$ cat config.mk
export PLATFORM = sky130hd
export DESIGN_NAME = cal_seq
export DESIGN_NICKNAME = d
export VERILOG_FILES = /design/src/rtl/cal_pkg.sv /design/src/rtl/cal_table.sv /design/src/rtl/cal_trimsel.sv /design/src/rtl/cal_outfmt.sv /design/src/rtl/cal_seq.sv
export SDC_FILE = /design/constraint.sdc
export NUM_CORES = 2
export LEC_CHECK = 0
export BUFFER_PORTS_ARGS = -buffer_cell sky130_fd_sc_hd__buf_4
export CAP_MARGIN = 25
export CORE_MARGIN = 2
export CORE_UTILIZATION = 40
export DETAILED_ROUTE_END_ITERATION = 16
export GPL_TIMING_DRIVEN = 0
export SYNTH_ARGS = -nofsm -noshare
export SYNTH_HDL_FRONTEND = slang
export SYNTH_SLANG_ARGS = --single-unit
$ cat constraint.sdc
create_clock -name clk -period 11.98 [get_ports clk]
set_input_delay 1.198 -clock clk [delete_from_list [all_inputs] [get_ports clk]]
set_output_delay 1.198 -clock clk [all_outputs]
set_load 0.05 [all_outputs]
$ cat src/rtl/cal_pkg.sv
package cal_pkg;

    localparam int RANGE_W = 3;

    typedef enum logic [2:0] {
        S_LOAD_REQ,
        S_LOAD_WAIT,
        S_TRIM,
        S_IDLE,
        S_FWD
    } seq_st_e;

    localparam logic CMD_READ = 1'b0;
    localparam logic CMD_TRIM = 1'b1;

    // sub-channel offset for each trim step: coarse off, fine off, coarse gain, fine gain
    function automatic logic [1:0] step_sub(input logic [1:0] step);
        case (step)
            2'd0:    return 2'd2;
            2'd1:    return 2'd3;
            2'd2:    return 2'd1;
            default: return 2'd0;
        endcase
    endfunction

    // span field of the converter control word
    function automatic logic [1:0] span_field(input logic [RANGE_W-1:0] rng);
        case (rng)
            3'd0, 3'd3: return 2'd3;
            3'd1, 3'd4: return 2'd2;
            default:    return 2'd0;
        endcase
    endfunction

endpackage

$ cat src/rtl/cal_table.sv
module cal_table #(
    parameter int DEPTH = 128,
    parameter int W     = 16,
    localparam int AW   = $clog2(DEPTH)
) (
    input  logic          clk,
    input  logic          we,
    input  logic [AW-1:0] waddr,
    input  logic [W-1:0]  wdata,
    input  logic [AW-1:0] raddr,
    output logic [W-1:0]  rdata_a,
    output logic [W-1:0]  rdata_b
);
    logic [W-1:0] mem_q [DEPTH];
    logic [AW-1:0] raddr_nx;

    always_ff @(posedge clk) begin
        if (we) mem_q[waddr] <= wdata;
    end

    always_comb begin
        raddr_nx = raddr + AW'(1);
        rdata_a  = mem_q[raddr];
        rdata_b  = mem_q[raddr_nx];
    end
endmodule

$ cat src/rtl/cal_trimsel.sv
module cal_trimsel
    import cal_pkg::*;
#(
    parameter int NUM_CH = 8,
    parameter int DATA_W = 16,
    parameter int DEPTH  = 128,
    localparam int CH_W  = $clog2(NUM_CH),
    localparam int DAC_W = $clog2(NUM_CH / 2),
    localparam int IDX_W = $clog2(DEPTH),
    localparam int TV_W  = DATA_W / 2
) (
    input  logic [CH_W-1:0]    chan,
    input  logic [RANGE_W-1:0] rng,
    input  logic [1:0]         step,
    input  logic [DATA_W-1:0]  off_word,
    input  logic [DATA_W-1:0]  gain_word,
    output logic [IDX_W-1:0]   tbl_idx,
    output logic [DAC_W-1:0]   dac,
    output logic [2:0]         sub,
    output logic [TV_W-1:0]    val
);
    always_comb begin
        tbl_idx = IDX_W'(7) + IDX_W'({rng, 1'b0}) + IDX_W'(chan) * IDX_W'(12);
        dac     = chan[CH_W-1:1];
        sub     = {chan[0], step_sub(step)};
        case (step)
            2'd0:    val = off_word[DATA_W-1:TV_W];
            2'd1:    val = off_word[TV_W-1:0];
            2'd2:    val = gain_word[DATA_W-1:TV_W];
            default: val = gain_word[TV_W-1:0];
        endcase
    end
endmodule

$ cat src/rtl/cal_outfmt.sv
module cal_outfmt
    import cal_pkg::*;
#(
    parameter int NUM_CH = 8,
    localparam int CH_W  = $clog2(NUM_CH)
) (
    input  logic [CH_W-1:0]    chan,
    input  logic [RANGE_W-1:0] rng,
    output logic [15:0]        ctrl,
    output logic [7:0]         addr
);
    always_comb begin
        ctrl             = '0;
        ctrl[1]          = 1'b1;
        ctrl[2 +: CH_W]  = chan;
        ctrl[7:6]        = span_field(rng);
        ctrl[8]          = (rng > 3'd2);
        addr             = 8'h08 + {8'(chan), 1'b0}[7:0];
    end
endmodule

$ cat src/rtl/cal_seq.sv
module cal_seq
    import cal_pkg::*;
#(
    parameter int NUM_CH    = 8,
    parameter int DATA_W    = 16,
    parameter int TBL_DEPTH = 128,
    localparam int CH_W  = $clog2(NUM_CH),
    localparam int DAC_W = $clog2(NUM_CH / 2),
    localparam int IDX_W = $clog2(TBL_DEPTH),
    localparam int TV_W  = DATA_W / 2
) (
    input  logic               clk,
    input  logic               rst_n,
    input  logic               wr_valid,
    output logic               wr_ready,
    input  logic [CH_W-1:0]    wr_chan,
    input  logic [2:0]         wr_range,
    input  logic [DATA_W-1:0]  wr_data,
    output logic               cmd_valid,
    input  logic               cmd_ready,
    output logic               cmd_op,
    output logic [IDX_W-1:0]   cmd_addr,
    output logic [DAC_W-1:0]   cmd_dac,
    output logic [2:0]         cmd_sub,
    output logic [TV_W-1:0]    cmd_val,
    input  logic               rsp_valid,
    input  logic [DATA_W-1:0]  rsp_data,
    output logic               out_valid,
    output logic [15:0]        out_ctrl,
    output logic [7:0]         out_addr,
    output logic [DATA_W-1:0]  out_data
);
    typedef struct packed {
        seq_st_e                         st;
        logic [IDX_W-1:0]                rd_idx;
        logic [CH_W-1:0]                 chan;
        logic [RANGE_W-1:0]              rng;
        logic [1:0]                      step;
        logic                            boot;
        logic [DATA_W-1:0]               data;
        logic [NUM_CH-1:0][RANGE_W-1:0]  ranges;
    } regs_t;

    regs_t q, d;
    logic               tbl_we;
    logic [IDX_W-1:0]   tbl_idx;
    logic [DATA_W-1:0]  off_word, gain_word;
    logic [DAC_W-1:0]   trim_dac;
    logic [2:0]         trim_sub;
    logic [TV_W-1:0]    trim_val;

    cal_table #(.DEPTH(TBL_DEPTH), .W(DATA_W)) i_table (
        .clk     (clk),
        .we      (tbl_we),
        .waddr   (q.rd_idx),
        .wdata   (rsp_data),
        .raddr   (tbl_idx),
        .rdata_a (off_word),
        .rdata_b (gain_word)
    );

    cal_trimsel #(.NUM_CH(NUM_CH), .DATA_W(DATA_W), .DEPTH(TBL_DEPTH)) i_trimsel (
        .chan      (q.chan),
        .rng       (q.rng),
        .step      (q.step),
        .off_word  (off_word),
        .gain_word (gain_word),
        .tbl_idx   (tbl_idx),
        .dac       (trim_dac),
        .sub       (trim_sub),
        .val       (trim_val)
    );

    cal_outfmt #(.NUM_CH(NUM_CH)) i_outfmt (
        .chan (q.chan),
        .rng  (q.rng),
        .ctrl (out_ctrl),
        .addr (out_addr)
    );

    always_comb begin
        d      = q;
        tbl_we = 1'b0;
        case (q.st)
            S_LOAD_REQ: begin
                if (cmd_ready) d.st = S_LOAD_WAIT;
            end
            S_LOAD_WAIT: begin
                if (rsp_valid) begin
                    tbl_we = 1'b1;
                    if (q.rd_idx == IDX_W'(TBL_DEPTH - 1)) begin
                        d.st   = S_TRIM;
                        d.chan = '0;
                        d.rng  = q.ranges[0];
                        d.step = '0;
                        d.boot = 1'b1;
                    end else begin
                        d.rd_idx = q.rd_idx + IDX_W'(1);
                        d.st     = S_LOAD_REQ;
                    end
                end
            end
            S_TRIM: begin
                if (cmd_ready) begin
                    d.step = q.step + 2'd1;
                    if (q.step == 2'd3) begin
                        if (!q.boot) begin
                            d.st = S_FWD;
                        end else if (q.chan == CH_W'(NUM_CH - 1)) begin
                            d.st   = S_IDLE;
                            d.boot = 1'b0;
                        end else begin
                            d.chan = q.chan + CH_W'(1);
                            d.rng  = q.ranges[q.chan + CH_W'(1)];
                        end
                    end
                end
            end
            S_IDLE: begin
                if (wr_valid) begin
                    d.chan = wr_chan;
                    d.rng  = wr_range;
                    d.data = wr_data;
                    if (wr_range != q.ranges[wr_chan]) begin
                        d.ranges[wr_chan] = wr_range;
                        d.step            = '0;
                        d.st              = S_TRIM;
                    end else begin
                        d.st = S_FWD;
                    end
                end
            end
            default: begin
                d.st = S_IDLE;
            end
        endcase
    end

    always_ff @(posedge clk) begin
        if (!rst_n) begin
            q    <= '0;
            q.st <= S_LOAD_REQ;
        end else begin
            q <= d;
        end
    end

    always_comb begin
        wr_ready  = (q.st == S_IDLE);
        cmd_valid = (q.st == S_LOAD_REQ) || (q.st == S_TRIM);
        cmd_op    = (q.st == S_TRIM) ? CMD_TRIM : CMD_READ;
        cmd_addr  = q.rd_idx;
        cmd_dac   = trim_dac;
        cmd_sub   = trim_sub;
        cmd_val   = trim_val;
        out_valid = (q.st == S_FWD);
        out_data  = q.data;
    end

    // a stalled command keeps its fields
    p_cmd_hold_r9: assert property (@(posedge clk) disable iff (!rst_n)
        cmd_valid && !cmd_ready |=> cmd_valid &&
            $stable({cmd_op, cmd_addr, cmd_dac, cmd_sub, cmd_val}));

    // the forwarded write is a single-cycle pulse and returns to idle
    p_fwd_pulse_r4: assert property (@(posedge clk) disable iff (!rst_n)
        out_valid |=> !out_valid && wr_ready);

    // a range change starts trimming in the next cycle
    p_retrim_start_r5: assert property (@(posedge clk) disable iff (!rst_n)
        wr_valid && wr_ready && (wr_range != q.ranges[wr_chan]) |=> cmd_valid && cmd_op);

    // last trim of a run-time retrim leads to the forwarded write
    p_trim_then_fwd_r5: assert property (@(posedge clk) disable iff (!rst_n)
        (q.st == S_TRIM) && cmd_ready && (q.step == 2'd3) && !q.boot |=> out_valid);

    // stored ranges only move when a write is accepted
    p_range_kept_r10: assert property (@(posedge clk) disable iff (!rst_n)
        !(wr_valid && wr_ready) |=> $stable(q.ranges));

    // no write accepted while a command or forward is pending
    p_stall_r8: assert property (@(posedge clk) disable iff (!rst_n)
        cmd_valid || out_valid |-> !wr_ready);
endmodule

==> results_tabular.tex <==
\begin{tabular}{lr}
\hline
Metric & Value \\
\hline
\multicolumn{2}{l}{\textbf{Status}} \\
Status & completed \\
\multicolumn{2}{l}{\textbf{Logic synthesis}} \\
Sequential fraction of the synthesis area & 76.1\% \\
Top flip-flop cell by instance count after synthesis & sky130\_fd\_sc\_hd\_\_edfxtp\_1 \\
Mean instance size in the synthesized netlist & 21.3 um\^{}2 \\
Post-synthesis instance area & 82,300 um\^{}2 \\
Synthesized instance count & 3,864 \\
\#FFs+latches synth & 2,107 \\
Proportion of register bits with asynchronous set or reset after synthesis & 0\% \\
Number of distinct library cells after synthesis & 65 \\
Number of flops mapped to enable cells by yosys & 2,048 \\
Synthesis Warnings & 0 \\
\multicolumn{2}{l}{\textbf{Timing}} \\
Setup repair after global routing missed its margin & no \\
Tcrit/Tclk final & 82.2\% \\
Total Negative Setup Slacks & 0 ps \\
Total count of hold-check failures in the final report & 0 \\
Final critical delay including setup and external delays & 9850 ps \\
Number of pins with negative max-slew slack in the final report & 0 \\
Setup violation total in the final timing report & 0 \\
Peak Freq & 0.102 GHz \\
Worst max-slew margin expressed relative to the limit & 24.7\% \\
Final clock skew & 27.7 ps \\
Worst-margin pin slew & 1130 ps \\
\multicolumn{2}{l}{\textbf{Global routing}} \\
Overall routing resource usage & 21.3\% \\
Pin count of the biggest net entering global routing & 129 \\
Global-route wire length before repair & 318 mm \\
Global-route congestion overflow total & 0 \\
Via count of the first global-routing pass & 42,300 \\
Initial antenna violation count & 3 \\
\multicolumn{2}{l}{\textbf{Floorplan}} \\
Initial standard-cell utilization of the core & 40.3\% \\
CORE AREA & 205,000 um\^{}2 \\
Number of core rows & 166 \\
DIE HEIGHT & 458 um \\
Overall die area & 210,000 um\^{}2 \\
Die Width & 458 um \\
Num ports & 107 \\
\multicolumn{2}{l}{\textbf{Place}} \\
Final weighted congestion in routability-driven placement & 0.872 \\
Placed wire-length estimate & 154 mm \\
\# port buffers & 90 \\
\multicolumn{2}{l}{\textbf{Setup path}} \\
Critical Path Fanout Max & 10 \\
Kind of critical path & reg -> out \\
Critical path launch point type & flip-flop \\
Cells along the critical path & buf\_4 > buf\_4 > buf\_4 > buf\_4 > inv\_1 > ha\_1 > inv\_1 > ha\_1 > inv\_1 > fa\_1 > clkbuf\_1 > xnor2\_1 > clkbuf\_1 > clkbuf\_1 > mux4\_2 > mux4\_2 > nor2\_1 > a41oi\_1 > buf\_4 \\
WP data required & 10,780 ps \\
Most frequent CP cell & sky130\_fd\_sc\_hd\_\_buf\_4 \\
Critical path's largest stage delay & 820 ps \\
Element type at the critical path end & output port \\
CP arrival & 8650 ps \\
Standard cell with the maximum stage delay on the critical path & sky130\_fd\_sc\_hd\_\_xnor2\_1 \\
\multicolumn{2}{l}{\textbf{Clocking}} \\
Clock Root Buffer & sky130\_fd\_sc\_hd\_\_clkbuf\_16 \\
Clock input transition at the sequential cells of the worst setup and hold paths & 60 ps \\
Number of cells upsized or downsized after cts & 0 \\
CTS Hold Buffers Added & 0 \\
Buffers from clock root to sink, at most & 3 \\
TritonCTS clock tree & built \\
H-tree Lvls & 4 \\
Later-pin clock latency in the skew report & 830 ps \\
Clock net sink count & 2,107 \\
Total clock buffers created by CTS & 202 \\
Post-CTS repair timing setup buffer count & 0 \\
\multicolumn{2}{l}{\textbf{Route}} \\
WL met2 & 109 mm \\
Detailed-route wire length on metal 1 & 90.4 mm \\
Routed length per instance & 31.2 um \\
WL met3 & 18.0 mm \\
Aggregate routed wire length & 224 mm \\
Number of vias per cell after detailed routing & 5.81 \\
Number of vias in the routed layout & 41,800 \\
Number of DRC violations after detailed routing & 0 \\
Post-route ant nets & 0 \\
Top layer in use & met4 \\
First-pass iteration count of the detailed router & 6 \\
Violation count after the first detailed-routing iteration & 5,468 \\
\multicolumn{2}{l}{\textbf{Power}} \\
Power density over the cells & 193 nW/um\^{}2 \\
Leak & 29.5 nW \\
Total power consumption of the routed design & 18.5 mW \\
Maximum VDD drop & 172 uV \\
\multicolumn{2}{l}{\textbf{Finish}} \\
Footprint of the multi-input gates & 18,700 um\^{}2 \\
Ratio of cells with drive above 1 in the final layout & 29.2\% \\
Net count of the finished layout & 4,396 \\
Layout filler cell count & 16,700 \\
Area of all sequential standard cells & 62,700 um\^{}2 \\
Area growth from synthesis to layout & 16.6\% \\
\multicolumn{2}{l}{\textbf{Worst hold path}} \\
Class of the most critical hold timing path & reg -> reg \\
\multicolumn{2}{l}{\textbf{Job}} \\
Maximum capacitance violations & 0 \\
\hline
\end{tabular}
cells in the mapped netlist, drive strengths merged, types with 3 or more instances:
cell     number  area (um^2)
edfxtp     2048        61500
mux4        534        12000
mux2i       199         1990
nor2        172          646
nand2       153          574
buf         134          850
clkbuf      122          458
dfxtp        59         1180
a21oi        56          280
a221oi       49          429
o21ai        38          190
o221ai       35          307
nand3        31          155
o22ai        19          119
a22oi        17          128
a31oi        16          100
ha           16          200
inv          16         60.1
nor3         15         75.1
a211oi       13         97.6
nor2b        13         81.3
nor4         12         75.1
xnor2        11          104
and2          9         56.3
and3          8         50.1
a2111oi       7         61.3
a41oi         7         61.3
nand2b        5         31.3
o32ai         5         43.8
xor2          5         70.1
nor3b         3         22.5
flip-flops by register name, indices dropped and copies added (netlist names):
signal	count
cmd_addr	7
out_data	16
i_table.mem_q	2048
q	36
cells by family (layout without fill, tap and decap cells):
kind of cell	after synthesis	after routing	share of synthesized area (%)
multiplexers	735	735	17.1
other	2	16	0.00912
buffers and inverters	274	893	1.67
flip-flops	2107	2107	76.1
AND/OR/NAND/NOR	433	433	2.26
XOR/XNOR	17	17	0.239
AO/OA/AOI/OAI	278	278	2.37
adder cells (fa/ha/maj)	18	18	0.292
layout by cell type (no fill, tap or decap), types with 11 or more instances in the layout:
master | synthesis | final
sky130_fd_sc_hd__buf_2 | 40 | 41
sky130_fd_sc_hd__a221oi_1 | 49 | 49
sky130_fd_sc_hd__a21oi_1 | 56 | 56
sky130_fd_sc_hd__buf_4 | 75 | 166
sky130_fd_sc_hd__clkbuf_1 | 122 | 171
sky130_fd_sc_hd__clkbuf_16 | 0 | 208
sky130_fd_sc_hd__nor2_1 | 172 | 44
sky130_fd_sc_hd__clkinv_2 | 0 | 33
sky130_fd_sc_hd__nand2_1 | 153 | 153
sky130_fd_sc_hd__mux2i_1 | 199 | 199
sky130_fd_sc_hd__nor4_1 | 12 | 12
sky130_fd_sc_hd__clkinv_1 | 2 | 49
sky130_fd_sc_hd__o21ai_0 | 37 | 37
sky130_fd_sc_hd__dfxtp_1 | 59 | 59
sky130_fd_sc_hd__buf_1 | 17 | 17
sky130_fd_sc_hd__buf_16 | 0 | 45
sky130_fd_sc_hd__mux4_2 | 534 | 534
sky130_fd_sc_hd__conb_1 | 2 | 14
sky130_fd_sc_hd__buf_8 | 0 | 116
sky130_fd_sc_hd__a211oi_1 | 13 | 13
sky130_fd_sc_hd__a22oi_1 | 17 | 17
sky130_fd_sc_hd__nor3_1 | 15 | 15
sky130_fd_sc_hd__nor2_2 | 0 | 124
sky130_fd_sc_hd__nand3_1 | 31 | 31
sky130_fd_sc_hd__o22ai_1 | 19 | 19
sky130_fd_sc_hd__nor2b_1 | 13 | 13
sky130_fd_sc_hd__bufinv_16 | 0 | 11
sky130_fd_sc_hd__inv_1 | 16 | 16
sky130_fd_sc_hd__o221ai_1 | 35 | 35
sky130_fd_sc_hd__a31oi_1 | 16 | 16
sky130_fd_sc_hd__edfxtp_1 | 2048 | 2048
sky130_fd_sc_hd__ha_1 | 16 | 16
final timing paths:
path / from / endpoint / slack [ps] / cells past startpoint
setup / recovery: q[43]$_SDFFE_PN0P_ / cmd_val[4] / 2130 / 19
hold reg to reg: out_data[6]$_SDFFE_PN0P_ / out_data[6]$_SDFFE_PN0P_ / 450 / 2
setup reg to reg: q[58]$_SDFFE_PN0P_ / i_table.mem_q[63][12]$_DFFE_PP_ / 8220 / 8
hold / removal: out_data[6]$_SDFFE_PN0P_ / out_data[6]$_SDFFE_PN0P_ / 450 / 2
worst max-delay path: cells and delay by family, from the launching register on:
kind / cells / cell delay [ps]
compound gates: 1 / 230
xor+xnor: 1 / 820
fa+ha+maj: 3 / 1000
buf+inv: 11 / 3680
flops: 1 / 350
mux: 2 / 1130
simple gates: 1 / 560
layer usage:
| metal | GRT usage (%) | vias to the layer above |
|---|---|---|
| met3 | 4.12 | 337 |
| met5 | 0 | - |
| li1 | - | 17100 |
| met1 | 29.2 | 22400 |
| met2 | 34.6 | 1883 |
| met4 | 6.86 | 0 |
stage by stage:
stage          utilization (%)  hold slack [ps]  cell area, um^2  setup WS [ps]  std cells
6_report                  46.9              455            96000           2130       7185
5_1_grt                   46.9              477            96000           1910       7183
4_1_cts                   46.9              455            95900           2200       7177
3_5_place_dp              43.8              447            89700           3110       6813
3_3_place_gp              42.2              448            86400           2190       6654
2_1_floorplan                -              437            82400           6030       3876
final cells by class:
| cell class | count | area share (%) |
|---|---|---|
| sequential | 2107 | 65.3 |
| buffer | 256 | 1.36 |
| tap | 2688 | 3.50 |
| clock buffer | 260 | 5.65 |
| timing repair buffer | 255 | 3.84 |
| clock inverter | 104 | 0.838 |
| multi-input combinational | 1495 | 19.5 |
| inverter | 18 | 0.0704 |
| antenna | 2 | 0.00521 |
power by group:
| part | leakage (nW) | internal [mW] | switching, mW | total (mW) |
|---|---|---|---|---|
| Clock | 3.06 | 3.42 | 2.72 | 6.14 |
| Combinational | 7.58 | 1.63 | 2.61 | 4.24 |
| Sequential | 18.9 | 8.10 | 0.0136 | 8.11 |
| Total | 29.5 | 13.1 | 5.34 | 18.5 |
Note: power is estimated with default switching activity, not from simulation.
